$ cat src/rtl/secded_pkg.sv
package secded_pkg;

  typedef enum logic [1:0] {
    ST_CLEAN = 2'd0,
    ST_FIXED = 2'd1,
    ST_FATAL = 2'd2
  } decStatus_t;

  typedef struct packed {
    logic encLoad;
    logic decLoad;
  } strobes_t;

  // smallest r with 2^r >= dataW + r + 1
  function automatic int checkCount(input int dataW);
    int r;
    r = 0;
    while ((1 << r) < (dataW + r + 1)) r++;
    return r;
  endfunction

  function automatic bit isPow2(input int p);
    return (p > 0) && ((p & (p - 1)) == 0);
  endfunction

endpackage

$ cat src/rtl/secded_ctrl.sv
module secded_ctrl
  import secded_pkg::*;
(
  input  logic     clk,
  input  logic     rstN,
  input  logic     encInValid,
  input  logic     decInValid,
  output strobes_t strobes,
  output logic     encOutValid,
  output logic     decOutValid
);

  always_comb begin
    strobes.encLoad = encInValid;
    strobes.decLoad = decInValid;
  end

  always_ff @(posedge clk) begin
    if (!rstN) begin
      encOutValid <= 1'b0;
      decOutValid <= 1'b0;
    end else begin
      encOutValid <= encInValid;
      decOutValid <= decInValid;
    end
  end

endmodule

$ cat src/rtl/secded_datapath.sv
module secded_datapath
  import secded_pkg::*;
#(
  parameter int DATA_W = 8,
  parameter int CHK_W  = 4,
  parameter int CODE_W = 13
) (
  input  logic              clk,
  input  logic              rstN,
  input  strobes_t          strobes,
  input  logic [DATA_W-1:0] encData,
  input  logic [CODE_W-1:0] decWord,
  output logic [CODE_W-1:0] encWord,
  output logic [DATA_W-1:0] decData,
  output logic [1:0]        decStatus
);

  // position of the j-th data bit (j = 0 is the most significant)
  function automatic int dataPos(input int j);
    int cnt;
    int pos;
    cnt = 0;
    pos = 0;
    for (int p = 1; p < CODE_W; p++) begin
      if (!isPow2(p)) begin
        if (cnt == j) pos = p;
        cnt++;
      end
    end
    return pos;
  endfunction

  function automatic logic [CODE_W-1:0] coverMask(input int c);
    logic [CODE_W-1:0] m;
    m = '0;
    for (int p = 1; p < CODE_W; p++) m[p] = ((p >> c) & 1) == 1;
    return m;
  endfunction

  function automatic logic [DATA_W-1:0] extractData(input logic [CODE_W-1:0] w);
    logic [DATA_W-1:0] d;
    for (int j = 0; j < DATA_W; j++) d[DATA_W-1-j] = w[dataPos(j)];
    return d;
  endfunction

  function automatic logic [CODE_W-1:0] buildWord(input logic [DATA_W-1:0] d);
    logic [CODE_W-1:0] w;
    w = '0;
    for (int j = 0; j < DATA_W; j++) w[dataPos(j)] = d[DATA_W-1-j];
    for (int c = 0; c < CHK_W; c++) w[1 << c] = ~^(w & coverMask(c));
    w[0] = ~^w[CODE_W-1:1];
    return w;
  endfunction

  // encoder
  logic [CODE_W-1:0] encNext;

  always_comb encNext = buildWord(encData);

  // checker
  logic [CHK_W-1:0]  syndrome;
  logic              parityBad;
  logic              synZero;
  logic              synInRange;
  logic              flipEn;
  logic [CODE_W-1:0] flipMask;
  logic [CODE_W-1:0] repaired;
  decStatus_t        statusNext;

  always_comb begin
    for (int c = 0; c < CHK_W; c++) syndrome[c] = ~^(decWord & coverMask(c));
    parityBad  = ~^decWord;
    synZero    = (syndrome == '0);
    synInRange = int'(syndrome) < CODE_W;

    flipEn = 1'b0;
    if (synZero) begin
      statusNext = parityBad ? ST_FIXED : ST_CLEAN;
    end else if (parityBad && synInRange) begin
      statusNext = ST_FIXED;
      flipEn     = 1'b1;
    end else begin
      statusNext = ST_FATAL;
    end

    for (int p = 0; p < CODE_W; p++) flipMask[p] = flipEn && (int'(syndrome) == p);
    repaired = decWord ^ flipMask;
  end

  always_ff @(posedge clk) begin
    if (!rstN) begin
      encWord   <= '0;
      decData   <= '0;
      decStatus <= ST_CLEAN;
    end else begin
      if (strobes.encLoad) encWord <= encNext;
      if (strobes.decLoad) begin
        decData   <= extractData(repaired);
        decStatus <= statusNext;
      end
    end
  end

endmodule

$ cat src/rtl/secded_codec.sv
module secded_codec
  import secded_pkg::*;
#(
  parameter int DATA_W = 8,
  localparam int CHK_W  = checkCount(DATA_W),
  localparam int CODE_W = DATA_W + CHK_W + 1
) (
  input  logic              clk,
  input  logic              rstN,
  input  logic              encInValid,
  input  logic [DATA_W-1:0] encData,
  input  logic              decInValid,
  input  logic [CODE_W-1:0] decWord,
  output logic              encOutValid,
  output logic [CODE_W-1:0] encWord,
  output logic              decOutValid,
  output logic [DATA_W-1:0] decData,
  output logic [1:0]        decStatus
);

  strobes_t strobes;

  secded_ctrl ctrl_i (
    .clk         (clk),
    .rstN        (rstN),
    .encInValid  (encInValid),
    .decInValid  (decInValid),
    .strobes     (strobes),
    .encOutValid (encOutValid),
    .decOutValid (decOutValid)
  );

  secded_datapath #(
    .DATA_W (DATA_W),
    .CHK_W  (CHK_W),
    .CODE_W (CODE_W)
  ) dp_i (
    .clk       (clk),
    .rstN      (rstN),
    .strobes   (strobes),
    .encData   (encData),
    .decWord   (decWord),
    .encWord   (encWord),
    .decData   (decData),
    .decStatus (decStatus)
  );

endmodule

$ cat config.mk
export PLATFORM = sky130hd
export DESIGN_NAME = secded_codec
export DESIGN_NICKNAME = d
export VERILOG_FILES = /design/src/rtl/secded_pkg.sv /design/src/rtl/secded_ctrl.sv /design/src/rtl/secded_datapath.sv /design/src/rtl/secded_codec.sv
export SDC_FILE = /design/constraint.sdc
export NUM_CORES = 1
export LEC_CHECK = 0
export BUFFER_PORTS_ARGS = -buffer_cell sky130_fd_sc_hd__buf_2
export CORE_MARGIN = 2
export CORE_UTILIZATION = 46
export CTS_CLUSTER_SIZE = 24
export DETAILED_ROUTE_END_ITERATION = 16
export PLACE_DENSITY = 0.88
export SLEW_MARGIN = 15
export SYNTH_ARGS = -nofsm -noshare
export SYNTH_HDL_FRONTEND = slang
export SYNTH_SLANG_ARGS = --single-unit
$ cat constraint.sdc
create_clock -name clk -period 1.4 [get_ports clk]
set_input_delay 0 -clock clk [delete_from_list [all_inputs] [get_ports clk]]
set_output_delay 0 -clock clk [all_outputs]
set_load 0.1 [all_outputs]
==> flow_metrics.env <==
export IMPL_status="finished clean"
export IMPL_area_growth_pct=38.2
export IMPL_port_buffers=49
export IMPL_n_antenna_cell=0
export IMPL_wl_per_cell_um=14.4
export IMPL_netlist_instances=171
export IMPL_numCtsBuffers=3
export IMPL_cts_htree_levels=1
export IMPL_ys_ff_latch=25
export IMPL_timing_rr_start="dp_i.decStatus[1]"
export IMPL_cts_root_buf="clkbuf_4"
export IMPL_globalplace_congestion=0.947
export IMPL_rrSetupSlack_ps=620
export IMPL_cp_endpoint="dp_i.encWord[0]"
export IMPL_synth_seq_area_share_pct=30.6
export IMPL_yosys_warnings=0
export IMPL_dp_hpwl_um=3230
export IMPL_die_w_um=63.7
export IMPL_cts_path_max_buffers=2
export IMPL_fmax_ghz=0.746
export IMPL_drt_total_wl_um=4230
export IMPL_synth_top_cells_by_area="dfxtp_1 31%, xnor2_1 9.1%, xnor3_1 6.9%, mux2i_1 6.7%, nor2b_1 6.5%"
export IMPL_cp_common_cell="xnor2_1"
export IMPL_vias_per_cell=5.39
export IMPL_core_area_um2=3390
export IMPL_worst_r2r_cell_count=2
export IMPL_cp_slowest_cell="dlygate4sd3_1"
export IMPL_place_ws_ps=-292
export IMPL_finalCritPeriodShare_pct=95.8
export IMPL_layout_common_cells="49 x buf_2, 27 x buf_4, 25 x dfxtp_1, 17 x nor2b_1, 15 x o21ai_0"
export IMPL_power_mw=2.57
export IMPL_maxSlewViolCount=0
export IMPL_clk_pin_slew_ps=150
export IMPL_die_y_um=63.7
export IMPL_worst_ep_required_time_ps=1670
export IMPL_grt_first_pass_wirelength_um=6900
export IMPL_syn_nets=196
export IMPL_powerDensity_nw_per_um2=1140
export IMPL_drc_errors=0
export IMPL_yosysTopAreaCell="dfxtp_1"
export IMPL_grt_overflow_total=0
export IMPL_setup_violations=0
export IMPL_rr_endpoint="dp_i.decStatus[1]"
export IMPL_syn_area_um2=1640
export IMPL_min_period_ps=1340
export IMPL_cp_end_kind="flip-flop"
export IMPL_cts_tree="built"
export IMPL_drive_gt1_share_pct=37.1
export IMPL_pwr_share_comb_pct=55.9
export IMPL_fin_util_pct=66.8
export IMPL_grtUsageTotal_pct=21.6
export IMPL_path_cells="dlygate4sd3_1 > buf_2 > xnor2_1 > xor2_2 > xnor2_1 > mux2i_1 > nor2b_1"
export IMPL_p_leak_nw=1.05
export IMPL_clock_latency_ps=310
export IMPL_hold_start="encData[3]"
export IMPL_syn_avg_cell_area_um2=9.58
export IMPL_grt_pass1_vias=1528
export IMPL_finalNetCount=274
export IMPL_grt_antenna_before_repair=0
export IMPL_drt_initial_drc_count=93
export IMPL_clock_sinks=25
export IMPL_p_sw_mw=1.19
export IMPL_setup_worst_path_start_class="input pin"
export IMPL_path_class="input pin to flip-flop"
export IMPL_fin_setup_tns_ps=0
export IMPL_dieArea_um2=4050
export IMPL_rsz0062_at_grt="no"
export IMPL_place_area_um2=2160
export IMPL_vias=1586
export IMPL_p_int_mw=1.38
export IMPL_synth_distinct_cells=33
export IMPL_cap_violations=0
export IMPL_power_frac_seq_pct=31.4
export IMPL_synthFlopType="dfxtp_1"
export IMPL_synth_edf_count=0
export IMPL_ir_drop_mv=0.662
export IMPL_cts_setup_buffers=0
export IMPL_fin_ws_ps=58.9
export IMPL_ant_nets=0
export IMPL_yosysTopAreaCellShare_pct=30.6
export IMPL_initial_core_util_pct=48.3
export IMPL_slowest_delay_ps=530
export IMPL_finalHoldViolations=0
export IMPL_slew_headroom_pct=66.6
export IMPL_crit_arrival_ps=1610
export IMPL_crit_path_max_fanout=3
export IMPL_first_pass_iters=4
export IMPL_swShare_pct=46.3
export IMPL_final_common_cell="buf_2"
export IMPL_crit_start="encData[1]"
export IMPL_fin_area_um2=2260
export IMPL_grt_start_max_net_pins=29
export IMPL_synthArstFlopShare_pct=0
export IMPL_io_pins=50
export IMPL_fin_worst_skew_ps=0
export IMPL_core_rowCount=21
export IMPL_tightest_slew_ps=504
export IMPL_hold_path_class="input pin to flip-flop"
export IMPL_p_clk_share_pct=12.7
-- power by group through the flow --
stage / combinational (mW) / sequential, mW / clock [mW]
after floorplan: 0.536 / 1.29 / 0
after global placement: 1.36 / 0.819 / 0
after detailed placement: 1.39 / 0.822 / 0
after CTS: 1.41 / 0.807 / 0.341
after global routing: 1.52 / 0.814 / 0.372
final: 1.44 / 0.806 / 0.327
-- metrics by stage --
stage	std cells	hold WS, ps
6_report	294	11.6
3_5_place_dp	285	305
3_3_place_gp	285	296
2_1_floorplan	171	144
5_1_grt	294	14.3
4_1_cts	294	5.09
-- critical path, delay by kind of cell --
kind	cells	cell delay [ps]
xor gates and xnor gates	3	700
buffers and inverters	2	670
muxes	1	120
and+or+nand+nor	1	130
-- worst min-delay path by stage --
stage	to	slack, ps	cells past startpoint
after detailed placement	dp_i.encWord[3]	310	3
after global routing	dp_i.encWord[9]	10	3
after global placement	dp_i.encWord[3]	300	3
after CTS	dp_i.encWord[10]	5	3
final	dp_i.encWord[9]	10	3
after floorplan	dp_i.decData[1]	140	2
-- timing repair --
item                                    4_1_cts  5_1_grt
endpoints found under the setup margin        0        8
gates resized for setup                       0        4
endpoints found under the hold margin         5        0
hold buffers                                  5        0
-- per-layer routing --
metal	vias to the layer above	GRT usage [%]	part of all wire [%]
li1	775	-	-
met1	762	25.4	42
met2	45	39.6	53
met3	4	4.46	4.4
met4	0	5.43	0.92
met5	-	0	0
-- Yosys cell counts (4+ instances only) --
cell / number
xnor3_1: 5
mux2i_1: 11
xor2_1: 7
nand2_1: 12
xnor2_2: 4
nor2b_1: 17
clkbuf_1: 7
a211oi_1: 14
dfxtp_1: 25
nor4_1: 4
o21ai_0: 15
xnor2_1: 17
-- logic make-up after synthesis --
group | count (synthesis) | synth area share, %
AOI/OAI and AO/OA | 39 | 16.0
and+or+nand+nor | 53 | 18.8
DFF | 25 | 30.6
buffers and inverters | 8 | 1.83
xor gates and xnor gates | 35 | 26.1
muxes | 11 | 6.72
-- registers in the layout (all words and copies together), names as in the netlist --
| register | flops |
|---|---|
| ctrl_i.decOutValid | 1 |
| dp_i.decData | 8 |
| dp_i.decStatus | 2 |
| dp_i.encWord | 13 |
| ctrl_i.encOutValid | 1 |
-- area by class of cell --
type                            instances  area (um^2)
Timing Repair Buffer                   81          498
Sequential cell                        25          500
Fill cell                             256         1130
Clock inverter                          1         7.51
Tap cell                               46         57.6
Clock buffer                            3         22.5
Multi-Input combinational cell        138         1180
Note: power is estimated with default switching activity, not from simulation.
